`config.mk`:
```
export PLATFORM = sky130hd
export DESIGN_NAME = cfgreg_bank
export DESIGN_NICKNAME = d
export VERILOG_FILES = /design/src/rtl/cfgreg_pkg.sv /design/src/rtl/cfgreg_io_decode.sv /design/src/rtl/cfgreg_store.sv /design/src/rtl/cfgreg_readback.sv /design/src/rtl/cfgreg_bank.sv
export SDC_FILE = /design/constraint.sdc
export NUM_CORES = 1
export LEC_CHECK = 0
export BUFFER_PORTS_ARGS = -buffer_cell sky130_fd_sc_hd__buf_2
export CAP_MARGIN = 25
export CORE_UTILIZATION = 26
export CTS_CLUSTER_DIAMETER = 80
export DETAILED_ROUTE_END_ITERATION = 8
export PLACE_DENSITY = 0.48
export SETUP_SLACK_MARGIN = 0.3
export SLEW_MARGIN = 10
export SYNTH_ARGS = -nofsm -noshare
export SYNTH_HDL_FRONTEND = slang
export SYNTH_SLANG_ARGS = --single-unit
```
`constraint.sdc`:
```
create_clock -name clk -period 2.27 [get_ports clk]
set_input_delay 0.454 -clock clk [delete_from_list [all_inputs] [get_ports clk]]
set_output_delay 0.454 -clock clk [all_outputs]
set_load 0.02 [all_outputs]
```
`src/rtl/cfgreg_pkg.sv`:
```
package cfgreg_pkg;

    localparam int unsigned REG_COUNT = 13;
    localparam logic [7:0]  REG_BASE  = 8'h20;
    localparam logic [7:0]  COUNT8    = 8'(REG_COUNT);

    typedef logic [REG_COUNT-1:0][7:0] regfile_t;

    typedef struct packed {
        logic [7:0] index;
        regfile_t   regs;
        logic       map_upd;
    } state_t;

    function automatic logic [7:0] wr_mask(input int unsigned off);
        case (off)
            0:       return 8'h3F;
            1:       return 8'hF3;
            9:       return 8'h0F;
            default: return 8'hFF;
        endcase
    endfunction

    function automatic logic [7:0] rst_val(input int unsigned off);
        case (off)
            2:       return 8'hF0;
            3:       return 8'h40;
            8:       return 8'h08;
            9:       return 8'hA0;
            default: return 8'h00;
        endcase
    endfunction

    function automatic regfile_t rst_file();
        regfile_t f;
        for (int k = 0; k < REG_COUNT; k++) f[k] = rst_val(k);
        return f;
    endfunction

    function automatic logic is_map_ctl(input logic [7:0] off);
        return (off >= 8'd3) && (off <= 8'd6);
    endfunction

endpackage

```
`src/rtl/cfgreg_io_decode.sv`:
```
module cfgreg_io_decode #(
    parameter int unsigned       ADDR_W     = 16,
    parameter logic [ADDR_W-1:0] INDEX_PORT = 16'h0022,
    parameter logic [ADDR_W-1:0] DATA_PORT  = 16'h0024
) (
    input  logic [ADDR_W-1:0] io_addr,
    input  logic              io_wr,
    input  logic              io_rd,
    output logic              idx_we,
    output logic              dat_we,
    output logic              dat_re
);
    logic at_index;
    logic at_data;

    always_comb begin
        at_index = (io_addr == INDEX_PORT);
        at_data  = (io_addr == DATA_PORT);
        idx_we   = io_wr & at_index;
        dat_we   = io_wr & at_data;
        dat_re   = io_rd & at_data;
    end
endmodule

```
`src/rtl/cfgreg_store.sv`:
```
module cfgreg_store
    import cfgreg_pkg::*;
(
    input  logic       clk,
    input  logic       rst_n,
    input  logic       idx_we,
    input  logic       dat_we,
    input  logic [7:0] wdata,
    output logic [7:0] index_q,
    output regfile_t   regs_q,
    output logic       map_upd_q
);
    state_t     st_d, st_q;
    logic [7:0] off;
    logic       hit;

    always_comb begin
        off  = st_q.index - REG_BASE;
        hit  = (st_q.index >= REG_BASE) && (off < COUNT8);
        st_d = st_q;
        st_d.map_upd = 1'b0;
        if (idx_we) st_d.index = wdata;
        if (dat_we && hit) begin
            for (int k = 0; k < REG_COUNT; k++) begin
                if (off == 8'(k)) st_d.regs[k] = wdata & wr_mask(k);
            end
            st_d.map_upd = is_map_ctl(off);
        end
    end

    always_ff @(posedge clk) begin
        if (!rst_n) begin
            st_q.index   <= 8'h00;
            st_q.regs    <= rst_file();
            st_q.map_upd <= 1'b0;
        end else begin
            st_q <= st_d;
        end
    end

    assign index_q   = st_q.index;
    assign regs_q    = st_q.regs;
    assign map_upd_q = st_q.map_upd;


    index_hold_chk: assert property (@(posedge clk) disable iff (!rst_n)
        !idx_we |=> $stable(index_q));


    regs_hold_chk: assert property (@(posedge clk) disable iff (!rst_n)
        !(dat_we && hit) |=> $stable(regs_q));


    upd_src_chk: assert property (@(posedge clk) disable iff (!rst_n)
        map_upd_q |-> $past(dat_we));


    mask_low_chk: assert property (@(posedge clk) disable iff (!rst_n)
        (dat_we && hit && off == 8'd0) |=> regs_q[0][7:6] == 2'b00);
endmodule

```
`src/rtl/cfgreg_readback.sv`:
```
module cfgreg_readback
    import cfgreg_pkg::*;
(
    input  logic       dat_re,
    input  logic [7:0] index,
    input  regfile_t   regs,
    output logic [7:0] rdata
);
    logic [7:0] off;
    logic [7:0] sel;

    always_comb begin
        off = index - REG_BASE;
        sel = 8'h00;
        if (index >= REG_BASE) begin
            for (int k = 0; k < REG_COUNT; k++) begin
                if (off == 8'(k)) sel = regs[k];
            end
        end
        rdata = dat_re ? sel : 8'hFF;
    end
endmodule

```
`src/rtl/cfgreg_bank.sv`:
```
module cfgreg_bank
    import cfgreg_pkg::*;
#(
    parameter int unsigned       ADDR_W     = 16,
    parameter logic [ADDR_W-1:0] INDEX_PORT = 16'h0022,
    parameter logic [ADDR_W-1:0] DATA_PORT  = 16'h0024,
    localparam int unsigned      FLAT_W     = 8 * REG_COUNT
) (
    input  logic              clk,
    input  logic              rst_n,
    input  logic [ADDR_W-1:0] io_addr,
    input  logic              io_wr,
    input  logic              io_rd,
    input  logic [7:0]        io_wdata,
    output logic [7:0]        io_rdata,
    output logic [FLAT_W-1:0] cfg_regs,
    output logic              map_update
);
    logic       idx_we, dat_we, dat_re;
    logic [7:0] index_q;
    regfile_t   regs_q;

    cfgreg_io_decode #(
        .ADDR_W(ADDR_W), .INDEX_PORT(INDEX_PORT), .DATA_PORT(DATA_PORT)
    ) u_dec (
        .io_addr(io_addr), .io_wr(io_wr), .io_rd(io_rd),
        .idx_we(idx_we), .dat_we(dat_we), .dat_re(dat_re)
    );

    cfgreg_store u_store (
        .clk(clk), .rst_n(rst_n), .idx_we(idx_we), .dat_we(dat_we),
        .wdata(io_wdata), .index_q(index_q), .regs_q(regs_q),
        .map_upd_q(map_update)
    );

    cfgreg_readback u_rb (
        .dat_re(dat_re), .index(index_q), .regs(regs_q), .rdata(io_rdata)
    );

    // register k occupies byte lane k
    generate
        for (genvar k = 0; k < REG_COUNT; k++) begin : g_lane
            assign cfg_regs[8*k +: 8] = regs_q[k];
        end
    endgenerate


    rd_idle_chk: assert property (@(posedge clk) disable iff (!rst_n)
        !io_rd |-> io_rdata == 8'hFF);
endmodule

```
==> summary.md, run 1 <==
| Metric | Value |
|---|---|
| Worst Skew | `0.0118 ns` |
| Top-area cell type share of the netlist area | `0.397` |
| Final wirelength | `20,400 um` |
| Row count | `52` |
| N_diodes | `0` |
| Largest stage delay, worst path | `0.36 ns` |
| Yosys top cell by area | `dfxtp_1` |
| Final hold violations | `0` |
| Final setup vio count | `104` |
| Dpl cells | `1,015` |
| R2R setup slack | `-0.20 ns` |
| Fin cells | `1,050` |
| Total Power | `0.00366 W` |
| Kind of critical path | `register to output pin` |
| Arr. time, crit path | `2.17 ns` |
| HPWL Detailed | `15,400 um` |
| Area Growth Syn to Fin | `45.1%` |
| Crit path max fanout | `6` |
| Number of enable flip-flop cells after synthesis | `0` |
| Slew at the pin with the worst max-slew slack | `0.599 ns` |
| Peak VDD IR | `0.326 mV` |
| Pwr dens | `472 nW/um^2` |
| R2r worst-path depth | `12` |
| Post-DR wirelength/cell | `19.4 um` |
| Synthesized area per cell | `9.15 um^2` |
| Synth top area cells | `dfxtp_1, mux2i_1, nand2_1, nand3_4, mux2_2` |
| Worst-path clk slew | `0.07 ns` |
| Die area | `21,200 um^2` |
| CTS Root Buffer Type | `clkbuf_16` |
| I/O pins | `141` |
| Fmax | `0.382 GHz` |
| Synth cell types | `62` |
| Endpoint class of the critical path | `output pin` |
| Clock Path Buffers | `2` |
| Register area share after synthesis | `0.397` |
| Nature of the critical path startpoint | `register` |
| Most common cell after layout, fill and taps aside | `buf_2` |
| Std-Cell Core Area | `20,200 um^2` |
| FILL cells | `2,060` |
| Metal3 WL | `831 um` |
| Gate count of the mapped netlist | `585` |
| Vias in the first global route | `5,130` |
| Clk_lat worst skew | `0.36 ns` |
| TritonRoute pass-1 iters | `5` |
| First-iteration detailed-routing DRC count | `283` |
| WL met2 | `9760 um` |
| Max Cap Viol | `0` |
| Final WS setup | `-0.349 ns` |
| Die Height | `145 um` |
| Via/cell ratio | `4.88` |
| IO buf count | `134` |
| Synth warn | `0` |
| Post-synth ARST share | `0` |
| Initial Util | `0.264` |
| Ratio of cells with drive above 1 in the final layout | `0.419` |
| Post-layout min period | `2.62 ns` |
| #FFs+latches synth | `106` |
| Setup WS pre-CTS | `-0.134 ns` |
| RSZ-0062 raised after global routing | `yes` |
| M1 wire length | `9500 um` |
| Pins Over Slew Limit | `0` |
| Outcome | `finished, violations left` |
| Cell Chain, Critical Path | `buf_12 > buf_4 > mux2_4 > a221oi_2 > a21oi_2 > a211oi_2 > o31ai_4 > buf_6` |
| Initial antenna violation count | `0` |
| HP Class | `input pin to register` |
| Mapped Area | `5350 um^2` |
| Die Wd | `145 um` |
| Nets | `806` |
| Final Cycle Share | `1.15` |
| Num CTS Buffers | `9` |
| Total GRT Usage | `0.192` |
| CP max-delay cell | `dfxtp_4` |
| Routed Antenna Nets | `0` |
| H-tree levels | `3` |
| First-pass GRT wire length | `31,000 um` |
| Pin count of the biggest net entering global routing | `35` |
| TritonCTS clock tree | `built` |
| Failing checks | `negative setup slack` |
| Most frequent cells in the layout | `buf_2, nand2_1, mux2i_1, dfxtp_1, buf_4` |
| Global route total overflow | `0` |
| Total Neg Setup Slack | `-11.79 ns` |
| Commonest register cell after synthesis | `dfxtp_1` |
| Hold Path Stages | `3` |
| Final Util | `0.384` |
| LEAKAGE | `3.78 nW` |
| WP data required | `1.82 ns` |
| Routed via count | `5,127` |
| Slew HR | `0.600` |
| GPL Wtd Cong | `0.855` |
| Highest Signal Layer | `met4` |
| DR DRC count | `0` |
| Clock net sink count | `106` |
| Hold Buf Count CTS | `0` |
[kinds of logic after synthesis]
family / Yosys count / synth area share
xor+xnor: 3 / 0.00491
compound gates: 78 / 0.0999
buf+inv: 58 / 0.0543
fa+ha+maj: 2 / 0.00468
mux: 120 / 0.227
flops: 106 / 0.397
simple gates: 217 / 0.212
other cells: 1 / 0.000701
[metrics by stage]
stage               instance area, um^2  hold slack (ns)
floorplan                          5620            0.492
global placement                   6950            0.464
detailed placement                 6950            0.472
CTS                                7580            0.348
global route                       7760            0.355
finish                             7760            0.349
[cells in the mapped netlist, types with 7 or more instances]
| library cell | number |
|---|---|
| a21oi_1 | 14 |
| a221oi_1 | 7 |
| buf_2 | 12 |
| buf_4 | 9 |
| clkbuf_1 | 24 |
| dfxtp_1 | 106 |
| mux2_2 | 9 |
| mux2i_1 | 111 |
| nand2_1 | 122 |
| nand3_4 | 8 |
| nor2_1 | 21 |
| nor2b_1 | 15 |
| nor3_1 | 10 |
| o21ai_0 | 15 |
[what timing repair did]
action,in CTS,in global routing
gates cloned,1,0
setup endpoints to repair,103,106
pin swaps,26,22
setup buffers,8,11
gates resized for setup,62,26
[sequential cells by signal (all words and copies together), names as in the netlist]
name and count:
u_store.index_q 8, u_store.map_upd_q 1, u_store.regs_q 97
[final cells by class]
| class | count | area, um^2 | area share |
|---|---|---|---|
| timing repair buffer | 226 | 1580 | 0.203 |
| tap | 270 | 338 | 0.0435 |
| multi-input combinational | 426 | 3380 | 0.436 |
| inverter | 7 | 26.3 | 0.00338 |
| clock buffer | 10 | 229 | 0.0295 |
| sequential | 106 | 2130 | 0.274 |
| clock inverter | 5 | 78.8 | 0.0102 |
[per-layer routing]
layer  up-vias  global-route usage
met1      2535               0.254
met2       142               0.315
met3        22              0.0329
met5         -                   0
met4         0              0.0621
li1       2428                   -
[final timing paths]
path,from,to
worst min-delay path,io_wdata[7],u_store.regs_q[23]
worst max-delay path,u_store.index_q[1],io_rdata[5]
worst min register to register,u_store.regs_q[1],u_store.regs_q[1]
worst max register to register,u_store.index_q[5],u_store.regs_q[42]
[worst max-delay path, delay by kind of cell, from the launching register on]
| kind | cells | cell delay [ns] |
|---|---|---|
| AOI/OAI and AO/OA | 4 | 0.73 |
| buffers and inverters | 3 | 0.41 |
| DFF | 1 | 0.36 |
| muxes | 1 | 0.30 |
[report_power, final]
part | switching [W] | total [W] | leakage, nW | internal (W)
Sequential | 0.00000000130 | 0.00186 | 0.856 | 0.00186
Combinational | 0.0000946 | 0.000128 | 2.77 | 0.0000329
Clock | 0.000717 | 0.00168 | 0.153 | 0.000962
(Power assumes the default switching activity.)
==> run 2, diff against run 1 <==
--- a/config.mk
+++ b/config.mk
@@ -7,11 +7,13 @@
 export LEC_CHECK = 0
 export BUFFER_PORTS_ARGS = -buffer_cell sky130_fd_sc_hd__buf_2
 export CAP_MARGIN = 25
+export CORE_ASPECT_RATIO = 1.4
 export CORE_UTILIZATION = 26
 export CTS_CLUSTER_DIAMETER = 80
 export DETAILED_ROUTE_END_ITERATION = 8
 export PLACE_DENSITY = 0.48
 export SETUP_SLACK_MARGIN = 0.3
+export SKIP_CTS_REPAIR_TIMING = 1
 export SLEW_MARGIN = 10
 export SYNTH_ARGS = -nofsm -noshare
 export SYNTH_HDL_FRONTEND = slang
==> run 2 against run 1 <==
The flow still finishes with violations (negative setup slack). Critical path depth is 1 lower. Final cell count shrank 2.0%. Combinational power down 5%. Flip-flop and latch count stayed put. Worst setup slack worse by 0.033 ns. Hold slack gained 0.0082 ns. Total power down 3.3%. Via count increased by 0.60%. Wire length increased by 1.3%. Core utilization about the same. Critical path type unchanged.
==> summary.md, run 2 (synthesis results as in run 1) <==
| Metric | Value |
|---|---|
| Worst Hold Path EP | `u_store.regs_q[67]` |
| CP Buf/Inv Count | `2 (-1)` |
| M2 GR Usage | `0.335 (+0.0198)` |
| Peak VDD IR | `0.267 mV (-18%)` |
| First-iteration detailed-routing DRC count | `212 (-25%)` |
| Endpoint class of the critical path | `output pin` |
| Pins Over Slew Limit | `0 (unchanged)` |
| Max Cap Viol | `0 (unchanged)` |
| Final WS setup | `-0.383 ns (-0.0334 ns)` |
| Arr. time, crit path | `2.20 ns (+0.03 ns)` |
| Most Crowded Layer GR | `met2` |
| Initial antenna violation count | `0 (unchanged)` |
| Nature of the critical path startpoint | `register` |
| Slew at the pin with the worst max-slew slack | `0.574 ns (-0.0245 ns)` |
| Die Height | `172 um (+18%)` |
| Sequential Power Share | `0.524 (+0.017)` |
| Routed via count | `5,158 (+0.60%)` |
| GR Layer Usage met3 | `0.0225 (-0.0104)` |
| Most common cell after layout, fill and taps aside | `buf_2` |
| Total GRT Usage | `0.195 (+0.00365)` |
| Final setup vio count | `8 (-92%)` |
| RSZ-0062 raised after global routing | `yes` |
| Die area | `21,200 um^2 (about the same)` |
| Routed Antenna Nets | `0 (unchanged)` |
| Total Power | `0.00354 W (-3.3%)` |
| IO buf count | `134 (unchanged)` |
| Area Growth Syn to Fin | `43.3%` |
| Num CTS Buffers | `9 (unchanged)` |
| Sw Share | `0.242 (+0.0201)` |
| Slew HR | `0.616 (+0.0164)` |
| Std-Cell Core Area | `20,000 um^2 (-1.2%)` |
| Worst-path clk slew | `0.07 ns (about the same)` |
| Max reg flops | `97 (unchanged)` |
| Total Neg Setup Slack | `-2.22 ns (+9.57 ns)` |
| Final Cycle Share | `1.17 (+0.0147)` |
| Switching Power | `0.000856 W (+5.4%)` |
| First-pass GRT wire length | `30,300 um (-2.2%)` |
| Clk pwr share | `0.441 (-0.017)` |
| Clock Path Buffers | `2 (unchanged)` |
| I/O pins | `141 (unchanged)` |
| GR Util met1 | `0.236 (-0.0184)` |
| Initial Util | `0.268 (+0.00314)` |
| CP max-delay cell | `a211oi_1` |
| CP top delay family | `compound AO/OA/AOI/OAI gates` |
| Crit path max fanout | `7 (+1)` |
| Die Wd | `123 um (-15%)` |
| CTS Root Buffer Type | `clkbuf_16` |
| Ratio of cells with drive above 1 in the final layout | `0.414 (-0.00482)` |
| Clk_lat worst skew | `0.35 ns (about the same)` |
| Failing checks | `negative setup slack` |
| Most frequent cells in the layout | `buf_2, nand2_1, mux2i_1, dfxtp_1, buf_4` |
| Int Power | `0.00269 W (-5.8%)` |
| FILL cells | `2,032 (-1.4%)` |
| N_diodes | `0 (unchanged)` |
| DR DRC count | `0 (unchanged)` |
| Final wirelength | `20,700 um (+1.3%)` |
| TritonCTS clock tree | `built` |
| Vias in the first global route | `5,115 (-0.29%)` |
| R2r worst-path depth | `10 (-2)` |
| HP Class | `input pin to register` |
| Global route total overflow | `0 (unchanged)` |
| GPL Wtd Cong | `0.824 (-3.6%)` |
| WP data required | `1.82 ns (about the same)` |
| LEAKAGE | `3.75 nW (-0.91%)` |
| Final hold violations | `0 (unchanged)` |
| Reg area | `2130 um^2 (unchanged)` |
| R2r endpoint | `u_store.regs_q[58]` |
| Pin count of the biggest net entering global routing | `42 (+20%)` |
| Combinational power share | `0.035 (about the same)` |
| Pwr dens | `462 nW/um^2 (-2.1%)` |
| Row count | `61 (+17%)` |
| Post-DR wirelength/cell | `20.1 um (+3.3%)` |
| Nets | `802 (-0.50%)` |
| Cell Chain, Critical Path | `inv_2 > ha_4 > and3b_2 > nand3_4 > a211oi_1 > o41ai_4 > buf_4` |
| Via/cell ratio | `5.01 (+2.7%)` |
| Worst R2R Start | `u_store.index_q[1]` |
| Hold Path Stages | `3 (unchanged)` |
| Outcome | `finished, violations left` |
| Fmax | `0.377 GHz (-1.3%)` |
| H-tree levels | `3 (unchanged)` |
| Kind of critical path | `register to output pin` |
| TritonRoute pass-1 iters | `4 (-1)` |
| Largest stage delay, worst path | `0.46 ns (+0.10 ns)` |
| Clock net sink count | `106 (unchanged)` |
| Hold path startpoint | `io_wdata[3]` |
| Worst Skew | `0.00724 ns (-0.00455 ns)` |
| HPWL Detailed | `15,700 um (+1.9%)` |
| Multi-input gate area | `3400 um^2 (+0.33%)` |
| R2R setup slack | `0.01 ns (+0.21 ns)` |
| Post-layout min period | `2.65 ns (+0.0334 ns)` |
## run 2: power by group through the flow
stage | sequential, W | combinational, W | clock, W
floorplan | 0.00190 | 0.0000729 | 0
global placement | 0.00190 | 0.000121 | 0
detailed placement | 0.00190 | 0.000122 | 0
CTS | 0.00186 | 0.000122 | 0.00159
global route | 0.00186 | 0.000133 | 0.00167
finish | 0.00186 | 0.000122 | 0.00156
## run 2: worst max-delay path by stage
stage / cells after the start / start / end
after floorplan: 6 / u_store.index_q[5] / io_rdata[2]
after global placement: 7 / io_addr[14] / io_rdata[3]
after detailed placement: 7 / io_addr[7] / io_rdata[2]
after CTS: 7 / u_store.index_q[1] / io_rdata[2]
after global routing: 7 / u_store.index_q[6] / io_rdata[2]
final: 7 / u_store.index_q[6] / io_rdata[2]
## run 2: metal layers
metal  share of wire  vias up
li1                -     2417
met1            0.40     2510
met2            0.51      183
met3           0.045       48
met4           0.039        0
met5               0        -
## run 2: stage by stage
step / hold slack [ns] / worst slack (ns) / instances / area (um^2) / utilization
6_report: 0.357 / -0.383 / 1029 / 7670 / 0.383
3_5_place_dp: 0.472 / -0.107 / 1003 / 6990 / 0.350
2_1_floorplan: 0.492 / 0.143 / 590 / 5620 / -
4_1_cts: 0.349 / -0.478 / 1019 / 7280 / 0.364
3_3_place_gp: 0.466 / -0.0853 / 1003 / 6990 / 0.350
5_1_grt: 0.369 / -0.431 / 1029 / 7670 / 0.383
## run 2: layout make-up
cell class / count / area share
Inverter: 7 / 0.00343
Clock inverter: 5 / 0.00620
Clock buffer: 11 / 0.0317
Timing Repair Buffer: 222 / 0.197
Multi-Input combinational cell: 426 / 0.443
Sequential cell: 106 / 0.278
Tap cell: 252 / 0.0411
## run 2: tightest hold or removal path: stages
cell and delay (ns):
buf_2 0.10, mux2i_1 0.06, nand2_1 0.06
